## src/rtl/tdm_pkg.sv

```systemverilog
package tdm_pkg;
  localparam int SLOT_W = 2;
  localparam int FRAME = 1 << SLOT_W;

  typedef enum logic [1:0] {
    OWN_HOST = 2'd0,
    OWN_NET  = 2'd1,
    OWN_DIAG = 2'd2
  } owner_e;

  typedef struct packed {
    owner_e owner;
    logic   access;
    logic   write;
  } strobe_t;

  function automatic owner_e slotOwner(input logic [SLOT_W-1:0] slot, input logic spare);
    owner_e o;
    if (slot[0] == 1'b0) o = OWN_HOST;
    else if (slot == SLOT_W'(1)) o = OWN_NET;
    else if (spare) o = OWN_NET;
    else o = OWN_DIAG;
    return o;
  endfunction
endpackage

```

## src/rtl/slotCtrl.sv

```systemverilog
module slotCtrl
  import tdm_pkg::*;
(
  input  logic              clk,
  input  logic              rstN,
  input  logic              spareToNet,
  input  logic              hostReq,
  input  logic              hostWe,
  input  logic              netReq,
  input  logic              netWe,
  input  logic              diagReq,
  input  logic              diagWe,
  output logic [SLOT_W-1:0] slotNow,
  output logic              hostAccept,
  output logic              netAccept,
  output logic              diagAccept,
  output strobe_t           strobe
);
  logic [SLOT_W-1:0] slotQ;
  owner_e            owner;
  logic              ownerReq;
  logic              ownerWe;

  always_ff @(posedge clk or negedge rstN) begin
    if (!rstN) slotQ <= '0;
    else       slotQ <= slotQ + SLOT_W'(1);
  end

  always_comb begin
    owner = slotOwner(slotQ, spareToNet);
    unique case (owner)
      OWN_HOST: begin ownerReq = hostReq; ownerWe = hostWe; end
      OWN_NET:  begin ownerReq = netReq;  ownerWe = netWe;  end
      OWN_DIAG: begin ownerReq = diagReq; ownerWe = diagWe; end
      default:  begin ownerReq = 1'b0;    ownerWe = 1'b0;   end
    endcase
  end

  always_comb begin
    strobe.owner  = owner;
    strobe.access = ownerReq & rstN;
    strobe.write  = ownerReq & ownerWe & rstN;
  end

  assign hostAccept = strobe.access && (owner == OWN_HOST);
  assign netAccept  = strobe.access && (owner == OWN_NET);
  assign diagAccept = strobe.access && (owner == OWN_DIAG);
  assign slotNow    = slotQ;
endmodule

```

## src/rtl/ramPath.sv

```systemverilog
module ramPath
  import tdm_pkg::*;
#(
  parameter int ADDR_W = 6,
  parameter int DATA_W = 64,
  parameter int NET_W  = 32
) (
  input  logic              clk,
  input  logic              rstN,
  input  strobe_t           strobe,
  input  logic [ADDR_W-1:0] hostAddr,
  input  logic [DATA_W-1:0] hostWdata,
  input  logic [ADDR_W-1:0] netAddr,
  input  logic [NET_W-1:0]  netWdata,
  input  logic [ADDR_W-1:0] diagAddr,
  input  logic [DATA_W-1:0] diagWdata,
  output logic              hostRvalid,
  output logic [DATA_W-1:0] hostRdata,
  output logic              netRvalid,
  output logic [NET_W-1:0]  netRdata,
  output logic              diagRvalid,
  output logic [DATA_W-1:0] diagRdata
);
  localparam int DEPTH = 1 << ADDR_W;

  logic [DATA_W-1:0] mem [DEPTH];
  logic [DATA_W-1:0] netWide;
  logic [ADDR_W-1:0] selAddr;
  logic [DATA_W-1:0] selData;
  logic [DATA_W-1:0] rdWordQ;
  logic [2:0]        rvalidQ;
  logic              readNow;

  generate
    if (NET_W < DATA_W) begin : g_netPad
      assign netWide = {{(DATA_W-NET_W){1'b0}}, netWdata};
    end else begin : g_netFull
      assign netWide = netWdata;
    end
  endgenerate

  always_comb begin
    unique case (strobe.owner)
      OWN_HOST: begin selAddr = hostAddr; selData = hostWdata; end
      OWN_NET:  begin selAddr = netAddr;  selData = netWide;   end
      OWN_DIAG: begin selAddr = diagAddr; selData = diagWdata; end
      default:  begin selAddr = '0;       selData = '0;        end
    endcase
  end

  assign readNow = strobe.access & ~strobe.write;

  always_ff @(posedge clk) begin
    if (strobe.write) mem[selAddr] <= selData;
    if (readNow)      rdWordQ <= mem[selAddr];
  end

  always_ff @(posedge clk or negedge rstN) begin
    if (!rstN) begin
      rvalidQ <= '0;
    end else begin
      rvalidQ[0] <= readNow && (strobe.owner == OWN_HOST);
      rvalidQ[1] <= readNow && (strobe.owner == OWN_NET);
      rvalidQ[2] <= readNow && (strobe.owner == OWN_DIAG);
    end
  end

  assign hostRvalid = rvalidQ[0];
  assign netRvalid  = rvalidQ[1];
  assign diagRvalid = rvalidQ[2];
  assign hostRdata  = rdWordQ;
  assign netRdata   = rdWordQ[NET_W-1:0];
  assign diagRdata  = rdWordQ;
endmodule

```

## src/rtl/tdmRamSched.sv

```systemverilog
module tdmRamSched
  import tdm_pkg::*;
#(
  parameter int ADDR_W = 6,
  parameter int DATA_W = 64,
  parameter int NET_W  = 32
) (
  input  logic              clk,
  input  logic              rstN,
  input  logic              spareToNet,
  input  logic              hostReq,
  input  logic              hostWe,
  input  logic [ADDR_W-1:0] hostAddr,
  input  logic [DATA_W-1:0] hostWdata,
  output logic              hostAccept,
  output logic              hostRvalid,
  output logic [DATA_W-1:0] hostRdata,
  input  logic              netReq,
  input  logic              netWe,
  input  logic [ADDR_W-1:0] netAddr,
  input  logic [NET_W-1:0]  netWdata,
  output logic              netAccept,
  output logic              netRvalid,
  output logic [NET_W-1:0]  netRdata,
  input  logic              diagReq,
  input  logic              diagWe,
  input  logic [ADDR_W-1:0] diagAddr,
  input  logic [DATA_W-1:0] diagWdata,
  output logic              diagAccept,
  output logic              diagRvalid,
  output logic [DATA_W-1:0] diagRdata
);
  strobe_t           strobe;
  logic [SLOT_W-1:0] slotNow;

  slotCtrl u_ctrl (
    .clk(clk), .rstN(rstN), .spareToNet(spareToNet),
    .hostReq(hostReq), .hostWe(hostWe),
    .netReq(netReq), .netWe(netWe),
    .diagReq(diagReq), .diagWe(diagWe),
    .slotNow(slotNow),
    .hostAccept(hostAccept), .netAccept(netAccept), .diagAccept(diagAccept),
    .strobe(strobe)
  );

  ramPath #(.ADDR_W(ADDR_W), .DATA_W(DATA_W), .NET_W(NET_W)) u_path (
    .clk(clk), .rstN(rstN), .strobe(strobe),
    .hostAddr(hostAddr), .hostWdata(hostWdata),
    .netAddr(netAddr), .netWdata(netWdata),
    .diagAddr(diagAddr), .diagWdata(diagWdata),
    .hostRvalid(hostRvalid), .hostRdata(hostRdata),
    .netRvalid(netRvalid), .netRdata(netRdata),
    .diagRvalid(diagRvalid), .diagRdata(diagRdata)
  );
endmodule

```

## config.mk

```make
export PLATFORM = sky130hd
export DESIGN_NAME = tdmRamSched
export DESIGN_NICKNAME = d
export VERILOG_FILES = /design/src/rtl/tdm_pkg.sv /design/src/rtl/slotCtrl.sv /design/src/rtl/ramPath.sv /design/src/rtl/tdmRamSched.sv
export SDC_FILE = /design/constraint.sdc
export NUM_CORES = 2
export LEC_CHECK = 0
export BUFFER_PORTS_ARGS = -buffer_cell sky130_fd_sc_hd__buf_2
export CAP_MARGIN = 10
export CORE_MARGIN = 2
export CORE_UTILIZATION = 40
export DETAILED_ROUTE_END_ITERATION = 16
export GPL_TIMING_DRIVEN = 0
export PLACE_DENSITY = 0.55
export SLEW_MARGIN = 0
export SYNTH_ARGS = -nofsm -noshare
export SYNTH_HDL_FRONTEND = slang
export SYNTH_SLANG_ARGS = --single-unit
export TNS_END_PERCENT = 5
```

## constraint.sdc

```tcl
create_clock -name clk -period 10.22 [get_ports clk]
set_clock_uncertainty 0.15 [all_clocks]
set_input_delay 2.044 -clock clk [delete_from_list [all_inputs] [get_ports clk]]
set_output_delay 2.044 -clock clk [all_outputs]
set_load 0.01 [all_outputs]
```

---- Yosys cells after proc, flatten, opt, wreduce, memory -nomap -nowiden ----
Memory sizes are Yosys's and may differ from the RTL's. A register that Yosys moved wholly into a read port is not among the register bits.
Index checks and enable logic that the tools add are counted.
W data, S select, Z words.
word-level totals
  flip-flop bits (word level) ............. 5
  latch bits .............................. 0
  memory bits (writable) .................. 4096
  ROM bits ................................ 0
  output and inout port bits .............. 166
  memories ................................ 1
memory list
  name        depth  bits a word  read ports  clocked after Yosys merged registers in  wr ports  line           text
  u_path.mem  64     64           1           1                                        1         ramPath.sv:26  logic [DATA_W-1:0] mem [DEPTH];
cells by class
  add/subtract/negate cells ............... 1
  $mul .................................... 0
  div/mod/pow operators ................... 0
  $lt $le $gt $ge ......................... 0
  equal/unequal tests ..................... 3
  shift operators ......................... 0
  muxes and demuxes ....................... 9
  bitwise logic cells ..................... 5
  reduce and logical (&&, ||, !) cells .... 7
operators by type and width
  kind                   count
  $pmux W64 S3           1
  $pmux W6 S3            1
  $logic_and A1 B1 Y1    6
  $mux W2                3
  $pmux W1 S3            2
  $and A1 B1 Y1          4
  $eq A2 B1 Y1 const B   2
  $add A2 B1 Y2 const B  1
  $eq A2 B2 Y1 const B   1
  $logic_not A2 Y1       1
  $mux W1                2
  $not A1 Y1             1

---- Longest topological paths before layout ----
  word-level depth ........................ 10
  gate-level depth with buffers ........... 16
  mapped depth without buffers ............ 9

---- By module ----
A second synthesis with hierarchy kept.
second synthesis, totals
  cell total of the unflattened synthesis .. 9130
  area, all modules ....................... 155952.1 µm²
by module, submodules not included
  module    instances  cells each  area each (µm²)  seq. area each (µm²)
  ramPath   1          9110        155801.9         124994.9
  slotCtrl  1          20          150.1            50.0

---- Worst setup path before layout ----
Ideal clock, no wire load.
  path kind ............................... input to register
  from .................................... input spareToNet
  to ...................................... memory u_path.mem[17][0], enable pin
  data arrival time ....................... 6.737 ns
  data required time ...................... 9.583 ns
  slack ................................... 2.846 ns
  stages .................................. 13
  cell sequence ........................... nand4bb_1 -> buf_2 -> and3_1 -> clkbuf_1 -> buf_4 -> buf_4 -> buf_2 -> buf_4 -> buf_2 -> buf_4 -> nor2_1 -> nand2_1 -> nor2_1
between the ends
  longest elaborated chain between the ends .. 9
ends and longest elaborated chain
  what                                        line                           text
  start, declared                             tdmRamSched.sv:10              input logic spareToNet,
  $mux W2 (*)                                 tdm_pkg.sv:21                  else if (spare) o = OWN_NET;
  $mux W2 (*)                                 tdm_pkg.sv:20                  else if (slot == SLOT_W'(1)) o = OWN_NET;
  $mux W2 (*)                                 tdm_pkg.sv:19                  if (slot[0] == 1'b0) o = OWN_HOST;
  $eq A2 B2 Y1, or another cell as far along  slotCtrl.sv:31, ramPath.sv:43
  $pmux W1 S3                                 slotCtrl.sv:31                 unique case (owner)
  $and A1 B1 Y1 (2 in a row)                  slotCtrl.sv:42                 strobe.write = ownerReq & ownerWe & rstN;
  $mux W1                                     ramPath.sv:54                  if (strobe.write) mem[selAddr] <= selData;
  $mux W1 (implied by the code)               ramPath.sv:54
  end, declared                               ramPath.sv:26
Every way passes the cells marked *; elsewhere a longest branch is shown, timed or not.

---- Final worst setup path ----
  from .................................... input spareToNet
  to ...................................... memory u_path.mem[34][34], enable pin
Same word-level chain as after synthesis.

==> results.cfg <==
[worst_hold_path]
min_from = u_ctrl.slotNow[1]
hold_path_depth = 3
min_to = u_ctrl.slotNow[1]
hp-class = reg2reg

[synth]
yosys.area.top_type_share_pct = 77.67
ys_types = 61
yosys_warnings = 0
synthFlopType = edfxtp_1
synthesis.area_um2 = 160800
synth_fp_nets = 9922
synth_area_leaders = edfxtp_1, mux4_2, nand2_1
synth_top_cell_by_area = edfxtp_1
synth-seq-cells = 4165
ys_seq_area_share_pct = 77.75
synthArstFlopShare_pct = 0.1200
postSynthCellCount = 9734
synth_edf_count = 4160
syn_avg_cell_area_um2 = 16.52

[timing]
setup_slack_ns = 2.644
drv_slew = 22
period_share_pct = 74.13
tightest_slew_ns = 1.553
whs_ns = 0.4439
max_freq_ghz = 0.1320
rsz0062_at_grt = false
period_minus_slack_ns = 7.576
hold_violations = 0
final.setup.tns_ns = 0
finalSetupViolCount = 0
slew_headroom_pct = -3.551

[clock_tree]
clock_path_buffers = 4
cts_root_buffer = clkbuf_16
clk_pin_slew_ns = 0.07
cts_sinks = 4165
cts-htree-levels = 5
numCtsBuffers = 426
cts_setup_buffers = 0
hold_buffers = 0
worst_skew_pair.late_latency_ns = 1.01
cts_tree = yes
cts_resized = 0

[finish]
fillers = 33270
drive_above_1_share_pct = 18.48
design_area_um2 = 190700
fin_util_pct = 47.72
fin_nets = 11020
area_delta_synth_final_pct = 18.58
finalNonFillerCells = 16470

[critical_path]
cp.arrival_ns = 8.03
path_common_cell = buf_2
worstReg2RegEnd = u_path.mem[34][34]
cp_slowest_cell = nor2_4
crit_chain = buf_2 > clkbuf_1 > nor4b_1 > a211oi_4 > buf_8 > nor2_2 > buf_2 > buf_2 > buf_2 > nand2_1 > nor2_4 > buf_12 > buf_12
critical-path-max-stage-delay_ns = 1.00
worstPathRequired_ns = 10.67
r2r_setup_slack_ns = 3.08
crit_family = buffers and inverters
r2r-start = u_ctrl.slotNow[0]
cp-end-kind = flip-flop
path_class = in2reg
ff2ff_path_depth = 13
cp_max_fo = 19
crit_buf_inv = 8
start_kind = primary input

[floorplan]
die-area_um2 = 407200
initial_utilization_pct = 40.24
die_w_um = 638.1
row_count = 232
top_level_ports = 353
fp.coreArea_um2 = 399700
die_h_um = 638.1

[status]
status = finished, violations left
violations = max-capacitance violations, max-slew violations

[power]
powerDensity_nw_per_um2 = 187.8
power.leakage_nw = 63.38
total_power_mw = 35.81
peakVddDrop_mv = 0.1651

[detailed_routing]
wl_met2_um = 255100
routed_wl_um = 560000
wl_per_cell_um = 34.00
drc = 0
drt_iter0_drc = 14990
dr.pass1.iters = 7
routed_via_density = 5.932
ant_nets = 0
top_layer = met5
routed-wl-met3_um = 58750
via_count = 97720
met1Wirelength_um = 215100

[placement]
dp_hpwl_um = 405900
place_congestion = 0.9143
io_buffer_count = 352
dp_slack_ns = 1.963
place_area_um2 = 177200
place_inst = 15670

[global_routing]
grt_pass1_wl_um = 760500
antenna_found_initial = 56
grt_pass1_vias = 93790
grt-ovfl-total = 0
grt_max_degree = 52
grt_usage_pct = 26.92

[flow_run]
cap_viol_max_count = 2
[registers in the layout, summed over array words and instances, names as in the netlist]
register          count
u_path.rvalidQ        3
u_path.mem         4096
u_ctrl.slotNow        2
u_path.diagRdata     64
[power by group]
| part | internal, mW | switching [mW] |
|---|---|---|
| logic | 0.551 | 1.35 |
| registers | 18.7 | 0.0125 |
| clock network | 8.61 | 6.60 |
| total | 27.8 | 7.96 |
[Yosys cell counts, types with 112 or more instances]
| library cell | number |
|---|---|
| edfxtp_1 | 4160 |
| a22oi_1 | 123 |
| o2111ai_1 | 123 |
| nand3_1 | 813 |
| mux2i_1 | 354 |
| nand4_1 | 133 |
| a32o_1 | 114 |
| nor2_1 | 179 |
| buf_4 | 112 |
| clkbuf_1 | 361 |
| nand2_1 | 2086 |
| mux4_2 | 394 |
| buf_2 | 137 |
[area by class of cell]
cell class	count	area, µm²	area share [%]
multi-input combinational	4868	34060	17.86
buffer	692	3233	1.695
sequential	4165	125000	65.56
tap	5265	6588	3.454
clock buffer	520	11120	5.830
timing repair buffer	671	8325	4.365
inverter	9	33.78	0.01771
antenna	31	77.57	0.04067
clock inverter	251	2247	1.178
[cells in the final DEF (no fill, tap or decap), types with 16 or more instances in the layout]
master     synthesis  routed
nand3_1          813     813
o2111ai_1        123     123
nand2_1         2086    2086
buf_4            112     113
o21ai_0           66      66
o2bb2ai_4          0      32
o311ai_1          40      40
buf_1             80      75
a32o_1           114     114
a21oi_1          106      74
buf_12             0     250
nor2_4             0      67
a31oi_1           87      87
o311ai_0          16      16
clkinv_1           0     113
diode_2            0      31
buf_2            137     497
edfxtp_1        4160    4160
buf_16             0      46
mux4_2           394     394
nand4_1          133     133
bufinv_16          0      36
clkbuf_1         361     427
a21oi_4            0      32
nor3_1            63      61
clkbuf_16          0     431
nor2_1           179     109
mux2i_1          354     354
or4_1             57      57
a22oi_1          123     123
clkinv_2           0      69
clkbuf_2           1      24
[worst max path at each step]
| stage | cells after the start | slack (ns) | start | end |
|---|---|---|---|---|
| after floorplan | 13 | 2.85 | spareToNet | u_path.mem[17][0] |
| after global placement | 10 | -4.96 | spareToNet | u_path.mem[29][37] |
| after detailed placement | 13 | 1.96 | spareToNet | u_path.mem[34][44] |
| after CTS | 13 | 2.95 | spareToNet | u_path.mem[34][34] |
| after global routing | 13 | 2.68 | spareToNet | u_path.mem[34][34] |
| final | 13 | 2.64 | spareToNet | u_path.mem[34][34] |
[worst register-to-register path: cells and delay by family (launching register included)]
| family | cells | cell delay [ns] |
|---|---|---|
| compound gates | 1 | 0.19 |
| fa+ha+maj | 1 | 0.27 |
| buf+inv | 7 | 3.12 |
| flops | 1 | 0.43 |
| simple gates | 4 | 2.53 |
[kinds of logic after synthesis]
logic type,after synthesis,synth area share [%]
flops,4165,77.75
simple gates,3365,8.945
compound gates,753,3.566
mux,749,7.727
buf+inv,701,2.009
fa+ha+maj,1,0.007778
[per-layer routing]
metal,GRT usage [%],vias up
met2,41.91,5834
met4,12.68,26
met1,35.76,50670
li1,-,40050
met5,0,-
met3,6.384,1144
No activity file was read; power rests on OpenSTA's default activity.
